==> config.mk <==
export PLATFORM = sky130hd
export DESIGN_NAME = prefetch_queue
export DESIGN_NICKNAME = d
export VERILOG_FILES = /design/src/rtl/pfq_pkg.sv /design/src/rtl/pfq_ptr_gen.sv /design/src/rtl/pfq_req_ctrl.sv /design/src/rtl/pfq_byte_store.sv /design/src/rtl/prefetch_queue.sv
export SDC_FILE = /design/constraint.sdc
export NUM_CORES = 1
export LEC_CHECK = 0
export BUFFER_PORTS_ARGS = -buffer_cell sky130_fd_sc_hd__buf_2
export CAP_MARGIN = 15
export CORE_ASPECT_RATIO = 1.25
export CORE_UTILIZATION = 55
export CTS_CLUSTER_DIAMETER = 30
export DETAILED_ROUTE_END_ITERATION = 7
export GPL_TIMING_DRIVEN = 0
export PLACE_DENSITY = 0.79
export SYNTH_ARGS = -nofsm -noshare
export SYNTH_HDL_FRONTEND = slang
export SYNTH_SLANG_ARGS = --single-unit
==> constraint.sdc <==
create_clock -name clk -period 5.91 [get_ports clk]
set_clock_uncertainty 0.15 [all_clocks]
set_input_delay 0.2955 -clock clk [delete_from_list [all_inputs] [get_ports clk]]
set_output_delay 0.2955 -clock clk [all_outputs]
set_load 0.03 [all_outputs]
==> src/rtl/pfq_pkg.sv <==
// Package: shared widths and types for the prefetch byte queue.
// Assumes a 16-bit memory word made of two 8-bit lanes, with the lower
// lane holding the even address.
package pfq_pkg;

    localparam int BYTE_W = 8;
    localparam int LANES  = 2;
    localparam int WORD_W = BYTE_W * LANES;

    typedef logic [BYTE_W-1:0] byte_t;
    typedef logic [WORD_W-1:0] word_t;

    // Bytes handed from the reply path to the storage in one cycle.
    typedef struct packed {
        logic [1:0] cnt;     // 0, 1 or 2 bytes
        byte_t      first;   // written first (older)
        byte_t      second;  // written second, used when cnt == 2
    } push_t;

endpackage

==> src/rtl/pfq_ptr_gen.sv <==
// Module: pfq_ptr_gen
// Holds the 16-bit fetch pointer and forms the 20-bit physical fetch
// address from the code segment base. The pointer loads on flush and,
// when a fetch is taken, steps by 1 from an odd value and by 2 from an
// even one. Assumes flush has priority over advance.
module pfq_ptr_gen #(
    parameter int PTR_W     = 16,
    parameter int SEG_W     = 16,
    parameter int SEG_SHIFT = 4,
    parameter int ADDR_W    = 20
) (
    input  logic              clk,
    input  logic              rst_n,
    input  logic [SEG_W-1:0]  seg_base,
    input  logic              load,
    input  logic [PTR_W-1:0]  load_ptr,
    input  logic              advance,
    output logic              ptr_odd,
    output logic [ADDR_W-1:0] phys_addr
);

    logic [PTR_W-1:0]  ptr_q;
    logic [PTR_W-1:0]  step;
    logic [ADDR_W-1:0] seg_part;
    logic [ADDR_W-1:0] off_part;

    // Step size: an odd pointer realigns with a single byte.
    always_comb begin
        step = ptr_q[0] ? PTR_W'(1) : PTR_W'(2);
    end

    // Physical address: shifted segment plus pointer, modulo 2^ADDR_W.
    always_comb begin
        seg_part  = ADDR_W'(seg_base) << SEG_SHIFT;
        off_part  = ADDR_W'(ptr_q);
        phys_addr = seg_part + off_part;
    end

    assign ptr_odd = ptr_q[0];

    // Pointer register: reset to zero, load on flush, step on fetch.
    always_ff @(posedge clk) begin
        if (!rst_n) begin
            ptr_q <= '0;
        end else if (load) begin
            ptr_q <= load_ptr;
        end else if (advance) begin
            ptr_q <= ptr_q + step;
        end
    end

    // a flush makes the loaded pointer the next fetch pointer.
    a_r6_flush_loads_ptr: assert property (@(posedge clk) disable iff (!rst_n)
        load |=> (ptr_q == $past(load_ptr)));

    // a fetch from an odd pointer leaves the pointer even.
    a_r5_odd_realigns: assert property (@(posedge clk) disable iff (!rst_n)
        (advance && !load && ptr_q[0]) |=> !ptr_q[0]);

endmodule

==> src/rtl/pfq_req_ctrl.sv <==
// Module: pfq_req_ctrl
// Decides when to issue a word fetch and turns replies into byte pushes.
// Only one request may be in flight. A flush turns an in-flight request
// stale, and its reply is then dropped. Assumes memory answers requests
// in order with exactly one mem_rvalid per request.
module pfq_req_ctrl
    import pfq_pkg::*;
#(
    parameter int DEPTH = 6,
    parameter int CNT_W = $clog2(DEPTH + 1)
) (
    input  logic             clk,
    input  logic             rst_n,
    input  logic             flush,
    input  logic [CNT_W-1:0] count,
    input  logic             ptr_odd,
    input  logic             mem_rvalid,
    input  word_t            mem_rdata,
    output logic             fetch_req,
    output push_t            push
);

    localparam int FREE_W = CNT_W + 1;

    logic              pending_q;   // reply owed to the live stream
    logic              stale_q;     // reply owed to a flushed stream
    logic              single_q;    // in-flight request wants upper lane only
    logic [FREE_W-1:0] free_slots;
    logic              reply_live;

    // Free space in the queue.
    always_comb begin
        free_slots = FREE_W'(DEPTH) - FREE_W'(count);
    end

    // Fetch issue: room for a full word, nothing in flight, not flushing.
    always_comb begin
        fetch_req = rst_n && !flush && !pending_q && !stale_q
                    && (free_slots >= FREE_W'(2));
    end

    // Reply routing: odd fetches keep the upper lane only.
    always_comb begin
        reply_live  = mem_rvalid && pending_q && !flush;
        push.cnt    = 2'd0;
        push.first  = mem_rdata[BYTE_W-1:0];
        push.second = mem_rdata[WORD_W-1:BYTE_W];
        if (reply_live) begin
            if (single_q) begin
                push.cnt   = 2'd1;
                push.first = mem_rdata[WORD_W-1:BYTE_W];
            end else begin
                push.cnt   = 2'd2;
            end
        end
    end

    // In-flight tracking: set on issue, clear on reply, go stale on flush.
    always_ff @(posedge clk) begin
        if (!rst_n) begin
            pending_q <= 1'b0;
            stale_q   <= 1'b0;
            single_q  <= 1'b0;
        end else if (flush) begin
            pending_q <= 1'b0;
            stale_q   <= (pending_q || stale_q) && !mem_rvalid;
        end else begin
            if (mem_rvalid) begin
                pending_q <= 1'b0;
                stale_q   <= 1'b0;
            end
            if (fetch_req) begin
                pending_q <= 1'b1;
                single_q  <= ptr_odd;
            end
        end
    end

    // a request is never followed directly by another one.
    a_r4_one_in_flight: assert property (@(posedge clk) disable iff (!rst_n)
        fetch_req |=> !fetch_req);

    // a reply belonging to a flushed stream stores nothing.
    a_r6_stale_dropped: assert property (@(posedge clk) disable iff (!rst_n)
        (stale_q && mem_rvalid) |-> (push.cnt == 2'd0));

endmodule

==> src/rtl/pfq_byte_store.sv <==
// Module: pfq_byte_store
// Circular byte storage of DEPTH slots. It takes up to two bytes a cycle
// and releases one. A pop while empty is ignored, and clear empties it.
// Assumes the caller never pushes more bytes than there are free slots.
module pfq_byte_store
    import pfq_pkg::*;
#(
    parameter int DEPTH = 6,
    parameter int CNT_W = $clog2(DEPTH + 1)
) (
    input  logic             clk,
    input  logic             rst_n,
    input  logic             clear,
    input  push_t            push,
    input  logic             pop,
    output byte_t            head,
    output logic [CNT_W-1:0] count
);

    localparam int IDX_W = (DEPTH > 1) ? $clog2(DEPTH) : 1;

    logic [IDX_W-1:0] rd_idx;
    logic [IDX_W-1:0] wr_idx;
    logic [IDX_W-1:0] wr_idx_nxt;
    logic [CNT_W-1:0] count_q;
    logic             pop_ok;
    byte_t            slot_q [DEPTH];

    // Index step modulo DEPTH.
    function automatic logic [IDX_W-1:0] bump(input logic [IDX_W-1:0] idx,
                                              input logic [1:0] by);
        logic [IDX_W:0] sum;
        sum = {1'b0, idx} + (IDX_W+1)'(by);
        if (sum >= (IDX_W+1)'(DEPTH)) begin
            sum = sum - (IDX_W+1)'(DEPTH);
        end
        return sum[IDX_W-1:0];
    endfunction

    // Pop qualification: only a non-empty queue outside a clear pops.
    always_comb begin
        pop_ok     = pop && (count_q != '0) && !clear;
        wr_idx_nxt = bump(wr_idx, 2'd1);
    end

    // One register per slot, written by the first or second push byte.
    for (genvar g = 0; g < DEPTH; g++) begin : g_slot
        byte_t q;
        // Slot write: first byte at wr_idx, second at the next index.
        always_ff @(posedge clk) begin
            if (!clear && push.cnt != 2'd0 && wr_idx == IDX_W'(g)) begin
                q <= push.first;
            end else if (!clear && push.cnt == 2'd2 && wr_idx_nxt == IDX_W'(g)) begin
                q <= push.second;
            end
        end
        assign slot_q[g] = q;
    end

    // Indices and occupancy: clear resets all, otherwise push and pop.
    always_ff @(posedge clk) begin
        if (!rst_n || clear) begin
            rd_idx  <= '0;
            wr_idx  <= '0;
            count_q <= '0;
        end else begin
            wr_idx  <= bump(wr_idx, push.cnt);
            rd_idx  <= bump(rd_idx, {1'b0, pop_ok});
            count_q <= count_q + CNT_W'(push.cnt) - CNT_W'(pop_ok);
        end
    end

    assign head  = slot_q[rd_idx];
    assign count = count_q;

    // storage never reports more than DEPTH bytes.
    a_r4_no_overflow: assert property (@(posedge clk) disable iff (!rst_n)
        count_q <= CNT_W'(DEPTH));

    // a pop into an empty queue with no push leaves it empty.
    a_r7_empty_pop_ignored: assert property (@(posedge clk) disable iff (!rst_n)
        (count_q == '0 && pop && push.cnt == 2'd0 && !clear) |=> (count_q == '0));

    // a clear leaves the queue empty on the next cycle.
    a_r6_clear_empties: assert property (@(posedge clk) disable iff (!rst_n)
        clear |=> (count_q == '0));

endmodule

==> src/rtl/prefetch_queue.sv <==
// Module: prefetch_queue
// Top of the instruction prefetch byte queue. It joins the pointer and
// address generator, the fetch and reply controller and the byte
// storage. Assumes one memory reply per request, returned in order.
module prefetch_queue
    import pfq_pkg::*;
#(
    parameter int DEPTH     = 6,
    parameter int PTR_W     = 16,
    parameter int SEG_W     = 16,
    parameter int SEG_SHIFT = 4,
    parameter int ADDR_W    = 20,
    parameter int CNT_W     = $clog2(DEPTH + 1)
) (
    input  logic              clk,
    input  logic              rst_n,
    input  logic [SEG_W-1:0]  cs_base,
    input  logic              flush,
    input  logic [PTR_W-1:0]  flush_ptr,
    output logic              fetch_req,
    output logic [ADDR_W-1:0] fetch_addr,
    input  logic              mem_rvalid,
    input  logic [WORD_W-1:0] mem_rdata,
    output logic              byte_valid,
    output logic [BYTE_W-1:0] byte_out,
    input  logic              byte_pop,
    output logic [CNT_W-1:0]  byte_count
);

    logic  ptr_odd;
    push_t push;

    pfq_ptr_gen #(
        .PTR_W    (PTR_W),
        .SEG_W    (SEG_W),
        .SEG_SHIFT(SEG_SHIFT),
        .ADDR_W   (ADDR_W)
    ) u_ptr_gen (
        .clk      (clk),
        .rst_n    (rst_n),
        .seg_base (cs_base),
        .load     (flush),
        .load_ptr (flush_ptr),
        .advance  (fetch_req),
        .ptr_odd  (ptr_odd),
        .phys_addr(fetch_addr)
    );

    pfq_req_ctrl #(
        .DEPTH(DEPTH),
        .CNT_W(CNT_W)
    ) u_req_ctrl (
        .clk       (clk),
        .rst_n     (rst_n),
        .flush     (flush),
        .count     (byte_count),
        .ptr_odd   (ptr_odd),
        .mem_rvalid(mem_rvalid),
        .mem_rdata (mem_rdata),
        .fetch_req (fetch_req),
        .push      (push)
    );

    pfq_byte_store #(
        .DEPTH(DEPTH),
        .CNT_W(CNT_W)
    ) u_store (
        .clk  (clk),
        .rst_n(rst_n),
        .clear(flush),
        .push (push),
        .pop  (byte_pop),
        .head (byte_out),
        .count(byte_count)
    );

    // Consumer view: a byte is offered whenever storage is non-empty.
    always_comb begin
        byte_valid = (byte_count != '0);
    end

endmodule

======== Word-level counts from Yosys, hierarchy flattened ========
Index checks and enable logic that the tools add are counted.
cells by class
  bitwise gates (word level) .............. 3
  shift operators ......................... 0
  reductions and logical operators ........ 45
  multiplexer cells ....................... 27
  $lt $le $gt $ge ......................... 5
  div/mod/pow operators ................... 0
  multipliers ............................. 0
  add/subtract/negate cells ............... 11
  eq/ne operators ......................... 11
operator list
  kind                                                  number
  2-to-1 mux 8 bit                                      15
  2-to-1 mux 16 bit                                     2
  binary-select mux 8 bit (select 3 bit)                1
  logical AND 1 bit                                     23
  adder 20 x 16 -> 20 bit                               1
  nonzero test 2 bit                                    10
  adder 16 bit                                          1
  equality test 3 x 2 -> 1 bit (second input constant)  4
  equality test 3 bit (second input constant)           4
  >= comparator 4 x 3 -> 1 bit (second input constant)  3
  2-to-1 mux 10 bit                                     1
  2-to-1 mux 3 bit                                      3
  subtractor 3 bit (second input constant)              3
  equality test 3 x 1 -> 1 bit (second input constant)  2
  zero test 3 bit                                       2
  zero test 1 bit                                       5
  adder 3 x 1 -> 4 bit                                  1
  adder 3 x 1 -> 4 bit (second input constant)          1
  adder 3 x 2 -> 4 bit                                  1
  >= comparator 4 x 2 -> 1 bit (second input constant)  1
  >= comparator 4 bit (second input constant)           1
  2-to-1 mux 2 bit                                      2
  NOT 3 -> 4 bit                                        1
  subtractor 3 x 3 -> 4 bit (first input constant)      1
  other kinds (9)                                       13
word-level totals
  memories kept ........................... 0
  output and inout port bits .............. 33
  RAM bits ................................ 0
  word-level logic and storage cells ...... 115
  latch bits .............................. 0
  register bits after elaboration ......... 76
  bits of input ports ..................... 53
  ROM bits ................................ 0

======== Depth between registers and ports, before layout ========
Gate-level depths: netlist of the first run.
  depth in word-level cells ............... 8
  depth in mapped cells ................... 11

======== Modules after synthesis ========
From an unflattened synthesis of the first run, not the netlist that was laid out.
second synthesis, totals
  cells, all modules ...................... 482
  area, all modules ....................... 5171.2 µm²
modules (own cells, without submodules)
  module          sequential area each (µm²)  cells an instance  area each (µm²)  instances
  pfq_byte_store  1621.6                      240                3255.6           1
  pfq_ptr_gen     320.3                       200                1556.5           1
  pfq_req_ctrl    60.1                        41                 352.8            1
  prefetch_queue  0.0                         1                  6.3              1

======== Worst setup path after synthesis of the first run ========
OpenSTA, ideal clock, no wires.
  path kind ............................... register -> output
  start point ............................. register u_ptr_gen.ptr_q[4]
  end point ............................... output fetch_addr[18]
  path slack .............................. 2.985 ns
  cell stages (with the launch flop) ...... 8
  arrival ................................. 2.480 ns
  buffers on the path ..................... 0
  path through ............................ dfxtp_1 -> ha_1 -> fa_1 -> a211oi_1 -> o211ai_1 -> a31o_2 -> o21ai_1 -> o311ai_0
between the ends
  longest elaborated chain between the ends .. 1
RTL lines
  element                  line                  source
  start, declared          pfq_ptr_gen.sv:22     logic [PTR_W-1:0] ptr_q;
  start signal, assigned   pfq_ptr_gen.sv:46     ptr_q <= load_ptr;
  start signal, assigned   pfq_ptr_gen.sv:48     ptr_q <= ptr_q + step;
  adder 20 x 16 -> 20 bit  pfq_ptr_gen.sv:36     phys_addr = seg_part + off_part;
  end, declared            prefetch_queue.sv:21  output logic [ADDR_W-1:0] fetch_addr,
Every way passes these cells.

======== Worst setup path in the final report of the first run ========
Same ends and word-level chain as after synthesis.

==> results of run 1 <==
-- registers in the layout (all words and copies together) (netlist names) --
register,cells
u_store.g_slot.q,48
u_ptr_gen.ptr_q,16
u_store.count,3
u_store.rd_idx,3
u_store.wr_idx,3
u_req_ctrl.pending_q,1
u_req_ctrl.single_q,1
u_req_ctrl.stale_q,1
-- where the power goes --
group	switching (mW)	total, mW	internal (mW)	leakage [nW]
registers	0.0112	0.582	0.571	0.660
clock network	0.219	0.378	0.159	0.0886
logic	0.129	0.204	0.0749	1.66
-- final cells by class --
cell class	instances	share of cell area [%]
clock inverters	7	1.013
inverters	26	1.762
clock buffers	9	2.181
plain buffers	24	1.938
multi-input cells	407	46.85
flip-flops and latches	76	35.24
repair buffers	92	8.370
well taps	120	2.643
-- kinds of logic after synthesis --
family	count (synthesis)
adders and majority gates	31
xor gates and xnor gates	17
buffers and inverters	50
and+or+nand+nor	178
AOI/OAI and AO/OA	155
muxes	26
DFF	76
-- worst paths after layout --
kind,start,end,slack (ns),cells after the start
setup / recovery,u_ptr_gen.ptr_q[4]$_SDFFE_PN0P_,fetch_addr[18],2.64,9
hold / removal,flush_ptr[10],u_ptr_gen.ptr_q[10]$_SDFFE_PN0P_,0.03,3
setup reg to reg,u_store.wr_idx[2]$_SDFF_PP0_,u_store.g_slot[0].q[6]$_DFFE_PP_,3.08,9
hold reg to reg,u_req_ctrl.single_q$_SDFFE_PN0P_,u_req_ctrl.single_q$_SDFFE_PN0P_,0.34,2
-- through the flow --
| stage | instances | area, um2 | util, % |
|---|---|---|---|
| floorplan | 533 | 4873 | - |
| global placement | 738 | 5449 | 62.97 |
| detailed placement | 742 | 5479 | 63.32 |
| CTS | 759 | 5670 | 65.53 |
| global route | 761 | 5680 | 65.64 |
| finish | 761 | 5680 | 65.64 |
-- layer usage --
layer | vias to the layer above | track usage [%]
li1 | 2154 | -
met1 | 2052 | 29.90
met5 | - | 0
met3 | 33 | 3.618
met4 | 0 | 17.02
met2 | 204 | 52.83
-- cell usage in the layout, fill, tap and decap left out, drive strengths merged, types with 5 or more instances in the layout --
cell type and instances:
buf 100, nand2 85, o21ai 75, edfxtp 48, a21oi 34, inv 29, ha 28, dfxtp 28
nor2 25, clkbuf 24, nand3 16, mux2i 16, xnor2 12, nand2b 10, nand4 8, mux4 8
o22ai 8, nor3 7, nor2b 6, and2 6, o211ai 5, xor2 5, a31oi 5, or3 5
-- worst reg2reg max path, stage by stage (launching register included) --
cell	delay, ns
dfxtp_1	0.34
clkbuf_1	0.39
inv_1	0.09
ha_1	0.37
nor2_1	0.12
nand2_1	0.05
o21ai_0	0.07
nand2_1	0.08
o21ai_0	0.61
buf_4	0.27
==> out/summary.txt, run 1 <==
Status - finished, final reports clean
Synth Flop Type - edfxtp_1
Post-CTS sizing - 0
RSZ-0062 raised after global routing - no
Post-Synth XOR/XNOR Area - 3.055%
Fin Hold WS - 0.02746 ns
Initial Utilization - 56.32%
Core ar. - 8653 um2
CTS Buffer Depth - 2
Routed wl met2 - 6.796 mm
Die Footprint - 9244 um2
Most used standard cell by instance count after synthesis - nand2_1
Worst-margin pin slew - 0.7567 ns
P&R area growth vs syn - 16.56%
Hold Path Class - primary input to flip-flop
Slowest Stage Delay on Critical Path - 0.43 ns
Dominant cell type by area after synthesis - edfxtp_1
Die Ht - 107.2 um
First-pass GRT wire length - 20.07 mm
# port buffers - 85
CP startpoint kind - flip-flop
Final Setup Violations - 0
GP Congestion - 0.9069
Fraction of registers with async set/reset - 0%
Max Clock Freq - 305.6 MHz
Setup WS post-layout - 2.638 ns
Avg Cell Area, Syn - 9.143 um2
Syn Nets - 616
NumNets Final - 719
Sequential Area - 2002 um2
Mapped Cells - 533
Clock sink total - 76
DRT Pass-1 Iters - 6
Crit path max-delay cell type - fa_1
Area share of fa/ha/maj cells after synthesis - 8.216%
Avg Vias per Cell - 5.838
Initial detailed-routing violation count - 310
Clk slew on worst S/H paths - 0.09 ns
Area of the mapped netlist - 4873 um2
Initial antenna violation count - 0
Maximum number of pins on one net before global-route repair - 16
Critical Path RT - 5.46 ns
Maxcap violations - 0
CTS root buffer - clkbuf_8
Number of I/O pins - 86
Largest family of logic cells by synthesized area - compound AO/OA/AOI/OAI gates
Complex-gate fraction of the synthesized area - 18.72%
Antenna Nets Post-Route - 0
Yosys warns - 0
Post-synth cell types - 63
Total Routed Length - 12.70 mm
Overflow after GRT - 0
M1 wire length - 4.704 mm
Synth Area in Simple Gates - 17.18%
Clk Latency, worst-skew pair - 0.36 ns
Slew HR - 49.02%
CP Cell Sequence - ha_1, fa_1, a211oi_1, o211ai_1, a31o_2, o21ai_1, nand3_1, o311ai_0, buf_2
CP Class - flip-flop to output port
Vias - 4443
Synth area leaders - edfxtp_1, dfxtp_1, o21ai_0
EDFF count, synth - 48
Cell Pwr Density - 204.9 nW/um2
Peak supply drop - 0.1148 mV
Leak - 2.408 nW
Tot Pwr - 1.164 mW
Synth top area share - 29.58%
Fin. max-slew vios - 0
Area of the multi-input gates - 2661 um2
CTS tree - built
Setup TNS - 0 ns
Synthesis-stage register bit count - 76
Delay-heaviest family, CP - compound AO/OA/AOI/OAI gates
Met3 Wirelength - 690 um
CTS Hold Bufs - 1
Max layer used - met4
# rows - 38
CTS buffer count - 9
Via count of the first global-routing pass - 4256
H-tree levels - 3
Fin crit period - 3.272 ns
Setup Buffers After CTS - 0
Total track usage - 28.35%
Final Hold Viols - 0
Critical path peak fanout - 6
Wire length per cell - 16.69 um
CP bufs+invs - 1
Worst EP arrival - 2.83 ns
Filler cell count - 729
Commonest cells post-synth - nand2_1, o21ai_0, edfxtp_1
Placement Setup Slack - 2.687 ns
Worst Setup End Kind - output port
Share of cells above drive strength 1 - 20.44%
Die Span X - 86.20 um
Seq/Total Area, Yosys - 41.08%
DRC viols - 0
Mux contribution to synthesized area - 7.445%
Post-DP HPWL - 9.721 mm
# diodes - 0
Final Cycle Share - 55.37%
Note: power is estimated with default switching activity, not from simulation.
==> run 2, diff against run 1 <==
clock period = 3.35 ns   (was 5.91 ns; I/O delays follow)
==> run 2 against run 1 <==
  * First-iteration DRC count up 1.9%
  * Routed wire length rose by 2.9%
  * Hold slack better by 0.0086 ns
  * Die area unchanged
  * Global-route usage is 0.93 points higher
  * Non-clock buffer count increased by 15
  * Critical path type unchanged
==> out/summary.txt, run 2 (same netlist as run 1, synthesis figures left out) <==
Placement Setup Slack - 0.2552 ns
GP Congestion - 0.9069
Leak - 2.473 nW
Core ar. - 8653 um2
Status - finished, final reports clean
Cell Pwr Density - 354.3 nW/um2
Switching share of total power - 30.77%
NumNets Final - 734
R2R cell count - 9
First-pass GRT wire length - 20.72 mm
Comb pwr share - 18.3%
Register name with the most flops - u_store.g_slot.q
Sw power - 0.6361 mW
Worst Setup End Kind - output port
CTS Buffer Depth - 2
Slew HR - 49.37%
Setup Buffers After CTS - 0
Commonest cells after routing, fill and taps aside - buf_2, nand2_1, o21ai_0, edfxtp_1, a21oi_1
Total Routed Length - 13.07 mm
CP Launch Point - u_ptr_gen.ptr_q[4]$_SDFFE_PN0P_
# rows - 38
Critical R2R Launch - u_store.wr_idx[2]$_SDFF_PP0_
Final Setup Violations - 0
Initial Utilization - 56.32%
Clk slew on worst S/H paths - 0.08 ns
Worst-margin pin slew - 0.7515 ns
Sequential share of power - 49.7%
Avg Vias per Cell - 5.854
# diodes - 0
Max Clock Freq - 324.3 MHz
Max FFs per register - 48
Number of I/O pins - 86
Sequential Area - 2002 um2
Endpoint of the worst-slack reg-to-reg timing path - u_store.g_slot[0].q[5]$_DFFE_PP_
Peak supply drop - 0.2002 mV
Initial antenna violation count - 0
Commonest non-fill, non-tap cell in the layout - buf_2
Critical Path RT - 3.03 ns
CP startpoint kind - flip-flop
Int Power - 1.431 mW
CTS root buffer - clkbuf_8
Setup WS post-layout - 0.2664 ns
Die Span X - 86.20 um
Top flop regs - u_store.g_slot.q x48, u_ptr_gen.ptr_q x16
Die Footprint - 9244 um2
Via count of the first global-routing pass - 4428
Overflow after GRT - 0
Reg2Reg Setup Slack - 0.53 ns
Total track usage - 29.28%
Area of the multi-input gates - 2665 um2
Filler cell count - 696
Fin. max-slew vios - 0
Final Hold Viols - 0
CTS buffer count - 9
Clock sink total - 76
P&R area growth vs syn - 19.72%
CTS tree - built
Final Cycle Share - 92.05%
Worst Setup EP - fetch_addr[18]
DRT Pass-1 Iters - 5
Setup TNS - 0 ns
Fin crit period - 3.084 ns
Clock share of power - 32.1%
Initial detailed-routing violation count - 316
Antenna Nets Post-Route - 0
Critical path peak fanout - 6
Die Ht - 107.2 um
Post-DP HPWL - 9.721 mm
Hold Path Class - primary input to flip-flop
H-tree levels - 3
Clk Latency, worst-skew pair - 0.36 ns
Wire length per cell - 16.85 um
Worst EP arrival - 2.77 ns
Maxcap violations - 0
CP Class - flip-flop to output port
Share of cells above drive strength 1 - 20.12%
DRC viols - 0
RSZ-0062 raised after global routing - no
Maximum number of pins on one net before global-route repair - 16
Vias - 4543
# port buffers - 85
run 2: cell types whose count changed in the layout (fill, tap and decap cells not counted), sizes merged:
| cell | previous run | this run |
|---|---|---|
| dlygate4sd3 | 1 | 16 |
run 2: final cells by class:
type	count	share of cell area, %
multi-input combinational	407	45.68
sequential	76	34.31
timing repair buffer	107	10.72
tap	120	2.573
clock buffer	9	2.123
buffer	24	1.887
inverter	26	1.716
clock inverter	7	0.9865
run 2: worst min-delay path by stage:
stage,end,start,cells past startpoint,slack (ns)
floorplan,u_req_ctrl.stale_q$_SDFFE_PN0P_,mem_rvalid,1,0.1
global placement,u_req_ctrl.stale_q$_SDFFE_PN0P_,mem_rvalid,2,0.23
detailed placement,u_req_ctrl.stale_q$_SDFFE_PN0P_,mem_rvalid,2,0.24
CTS,u_ptr_gen.ptr_q[5]$_SDFFE_PN0P_,flush_ptr[5],4,0.02
global route,u_ptr_gen.ptr_q[15]$_SDFFE_PN0P_,flush_ptr[15],3,0.05
finish,u_ptr_gen.ptr_q[5]$_SDFFE_PN0P_,flush_ptr[5],4,0.04
run 2: worst max-delay path, stage by stage (launching register included):
cell	delay [ns]
dfxtp_1	0.38
ha_1	0.24
fa_1	0.44
a211oi_1	0.29
o211ai_1	0.12
a31o_2	0.27
o21ai_2	0.20
nand3_1	0.10
o311ai_0	0.11
buf_2	0.27
run 2: layer usage:
metal  part of all wire (%)  global-route usage (%)
met3                    5.5                   4.773
met1                     37                   30.12
met4                    4.0                   16.19
met5                      0                       0
met2                     54                   55.33
run 2: through the flow:
step | total power, mW | area [um2] | utilization (%) | std cells | hold slack (ns)
detailed placement | 1.404 | 5479 | 63.32 | 742 | 0.2371
global route | 2.142 | 5834 | 67.42 | 776 | 0.04505
CTS | 2.065 | 5821 | 67.26 | 774 | 0.02325
finish | 2.067 | 5834 | 67.42 | 776 | 0.03603
floorplan | 1.284 | 4873 | - | 533 | 0.09681
global placement | 1.392 | 5449 | 62.97 | 738 | 0.2290
run 2: timing repair:
item / CTS / global route
endpoints found under the setup margin: 0 / 1
hold buffers: 16 / 0
endpoints found under the hold margin: 16 / 0
gates resized for setup: 0 / 1
run 2: power groups by stage:
stage	clock network (mW)	registers, mW	logic, mW
5_1_grt	0.706	1.03	0.408
3_5_place_dp	0	1.05	0.356
3_3_place_gp	0	1.05	0.345
6_report	0.663	1.03	0.377
4_1_cts	0.668	1.03	0.371
2_1_floorplan	0	1.04	0.242
==> run 3, diff against run 2 <==
ABC_CLOCK_PERIOD_IN_PS = 2960   (was default)
clock period = 2.96 ns   (was 3.35 ns; I/O delays follow)
==> run 3 against run 2 <==
  * Register-to-register slack got worse by 0.36 ns
  * Hold slack got worse by 0.029 ns
  * Via count decreased by 0.33%
  * Die area unchanged
  * Utilization increased by 0.16 points
  * Sequential power increased by 13%
  * Final area increased by 0.24%
  * Largest cell class unchanged
  * Largest power group unchanged
==> out/summary.txt, run 3 (same netlist as run 1, synthesis figures left out) <==
Status - finished, final reports clean
CTS root buffer - clkbuf_8
Initial detailed-routing violation count - 328
R2R cell count - 7
Delay-heaviest family, CP - compound AO/OA/AOI/OAI gates
Maximum number of pins on one net before global-route repair - 16
Cell Pwr Density - 401.2 nW/um2
CTS buffer count - 9
Slew HR - 48.46%
Worst Setup End Kind - output port
Die Span X - 86.20 um
First-pass GRT wire length - 20.86 mm
Critical path peak fanout - 6
CTS Buffer Depth - 2
Commonest cells after routing, fill and taps aside - buf_2, nand2_1, o21ai_0, edfxtp_1, a21oi_1
Leak - 2.466 nW
Filler cell count - 700
Clock sink total - 76
Number of I/O pins - 86
Commonest non-fill, non-tap cell in the layout - buf_2
Endpoint of the worst-slack reg-to-reg timing path - u_store.g_slot[3].q[5]$_DFFE_PP_
Reg2Reg Setup Slack - 0.17 ns
Hold Path Class - primary input to flip-flop
Initial antenna violation count - 0
Critical Path RT - 2.66 ns
Register name with the most flops - u_store.g_slot.q
# rows - 38
Via count of the first global-routing pass - 4442
CP Class - flip-flop to output port
RSZ-0062 raised after global routing - no
CTS tree - built
Final Hold Viols - 0
Core ar. - 8653 um2
Wire length per cell - 16.88 um
Final Cycle Share - 96.01%
DRC viols - 0
Fin crit period - 2.842 ns
Worst EP arrival - 2.54 ns
Crit path max-delay cell type - fa_2
Vias - 4528
H-tree levels - 3
Final Setup Violations - 0
Clk slew on worst S/H paths - 0.08 ns
Origin of the worst min-delay path - flush_ptr[5]
Total Routed Length - 13.06 mm
Share of cells above drive strength 1 - 20.64%
Initial Utilization - 56.32%
DRT Pass-1 Iters - 5
Max Clock Freq - 351.9 MHz
CP startpoint kind - flip-flop
Slowest Stage Delay on Critical Path - 0.38 ns
CP bufs+invs - 1
Overflow after GRT - 0
Hold path endpoint - u_ptr_gen.ptr_q[5]$_SDFFE_PN0P_
# diodes - 0
Die Footprint - 9244 um2
Total track usage - 29.44%
Maxcap violations - 0
Critical R2R Launch - u_store.wr_idx[1]$_SDFF_PP0_
CP Cell Sequence - ha_1, fa_2, a211oi_2, o211ai_1, a31o_2, o21ai_4, nand3_1, o311ai_1, buf_4
Hold Path Depth - 4
NumNets Final - 732
Antenna Nets Post-Route - 0
Post-DP HPWL - 9.721 mm
Setup Buffers After CTS - 0
Clk Latency, worst-skew pair - 0.36 ns
Worst-margin pin slew - 0.7679 ns
Fin. max-slew vios - 0
# port buffers - 85
Avg Vias per Cell - 5.850
Top flop regs - u_store.g_slot.q x48, u_ptr_gen.ptr_q x16
P&R area growth vs syn - 20.00%
GP Congestion - 0.9069
Die Ht - 107.2 um
Fin util - 67.58%
Peak supply drop - 0.2283 mV
Fin Hold WS - 0.007413 ns
Max FFs per register - 48
run 3: changes by cell type in the layout (fill, tap and decap cells not counted), sizes merged:
| cell | before | now |
|---|---|---|
| buf | 100 | 98 |
run 3: area by class of cell:
cell class	instances	area, um2	area share, %
timing repair buffer	105	620.6	10.61
sequential	76	2006	34.30
inverter	26	100.1	1.712
tap	120	150.1	2.567
clock inverter	7	57.56	0.9842
clock buffer	9	123.9	2.118
buffer	24	110.1	1.883
multi-input combinational	407	2680	45.83
run 3: tightest hold or removal path, delay by kind of cell:
kind,cells,cell delay [ns]
buffers and inverters,1,0.10
AND/OR/NAND/NOR,1,0.06
AO/OA/AOI/OAI,2,0.18
run 3: repair_timing:
action                                  in CTS  in global routing
gates resized for setup                      7                  8
hold buffers                                16                  0
hold endpoints to repair                    20                  0
endpoints found under the setup margin      18                 14
run 3: through the flow:
stage               cells  TNS (ns)  cell area (um2)  total power, mW  setup slack (ns)
floorplan             533         0             4873            1.453           0.09784
global placement      738   -0.9991             5449            1.575          -0.07310
detailed placement    742    -1.384             5479            1.589           -0.1153
CTS                   774         0             5837            2.341           0.05246
global route          774         0             5848            2.430           0.01218
finish                774         0             5848            2.346            0.1182
run 3: how the worst max path moves through the flow:
stage,depth (start not counted),start,end,slack (ns)
after floorplan,11,u_store.count[1]$_SDFF_PP0_,u_store.count[2]$_SDFF_PP0_,0.1
after global placement,11,flush,u_store.count[2]$_SDFF_PP0_,-0.07
after detailed placement,11,flush,u_store.count[2]$_SDFF_PP0_,-0.12
after CTS,9,u_ptr_gen.ptr_q[4]$_SDFFE_PN0P_,fetch_addr[18],0.05
after global routing,9,u_ptr_gen.ptr_q[4]$_SDFFE_PN0P_,fetch_addr[18],0.01
final,9,u_ptr_gen.ptr_q[4]$_SDFFE_PN0P_,fetch_addr[18],0.12
run 3: power by group:
part	switching, mW	leakage (nW)	internal [mW]
clock	0.435	0.0886	0.317
sequential	0.0225	0.662	1.14
combinational	0.266	1.72	0.166
total	0.723	2.47	1.62
run 3: routing by layer:
layer / GRT usage (%) / wire (um) / share of wire [%]
met2: 55.50 / 7121 / 55
met3: 3.618 / 702 / 5.4
met5: 0 / 0 / 0
met1: 30.47 / 4682 / 36
met4: 17.98 / 556 / 4.3
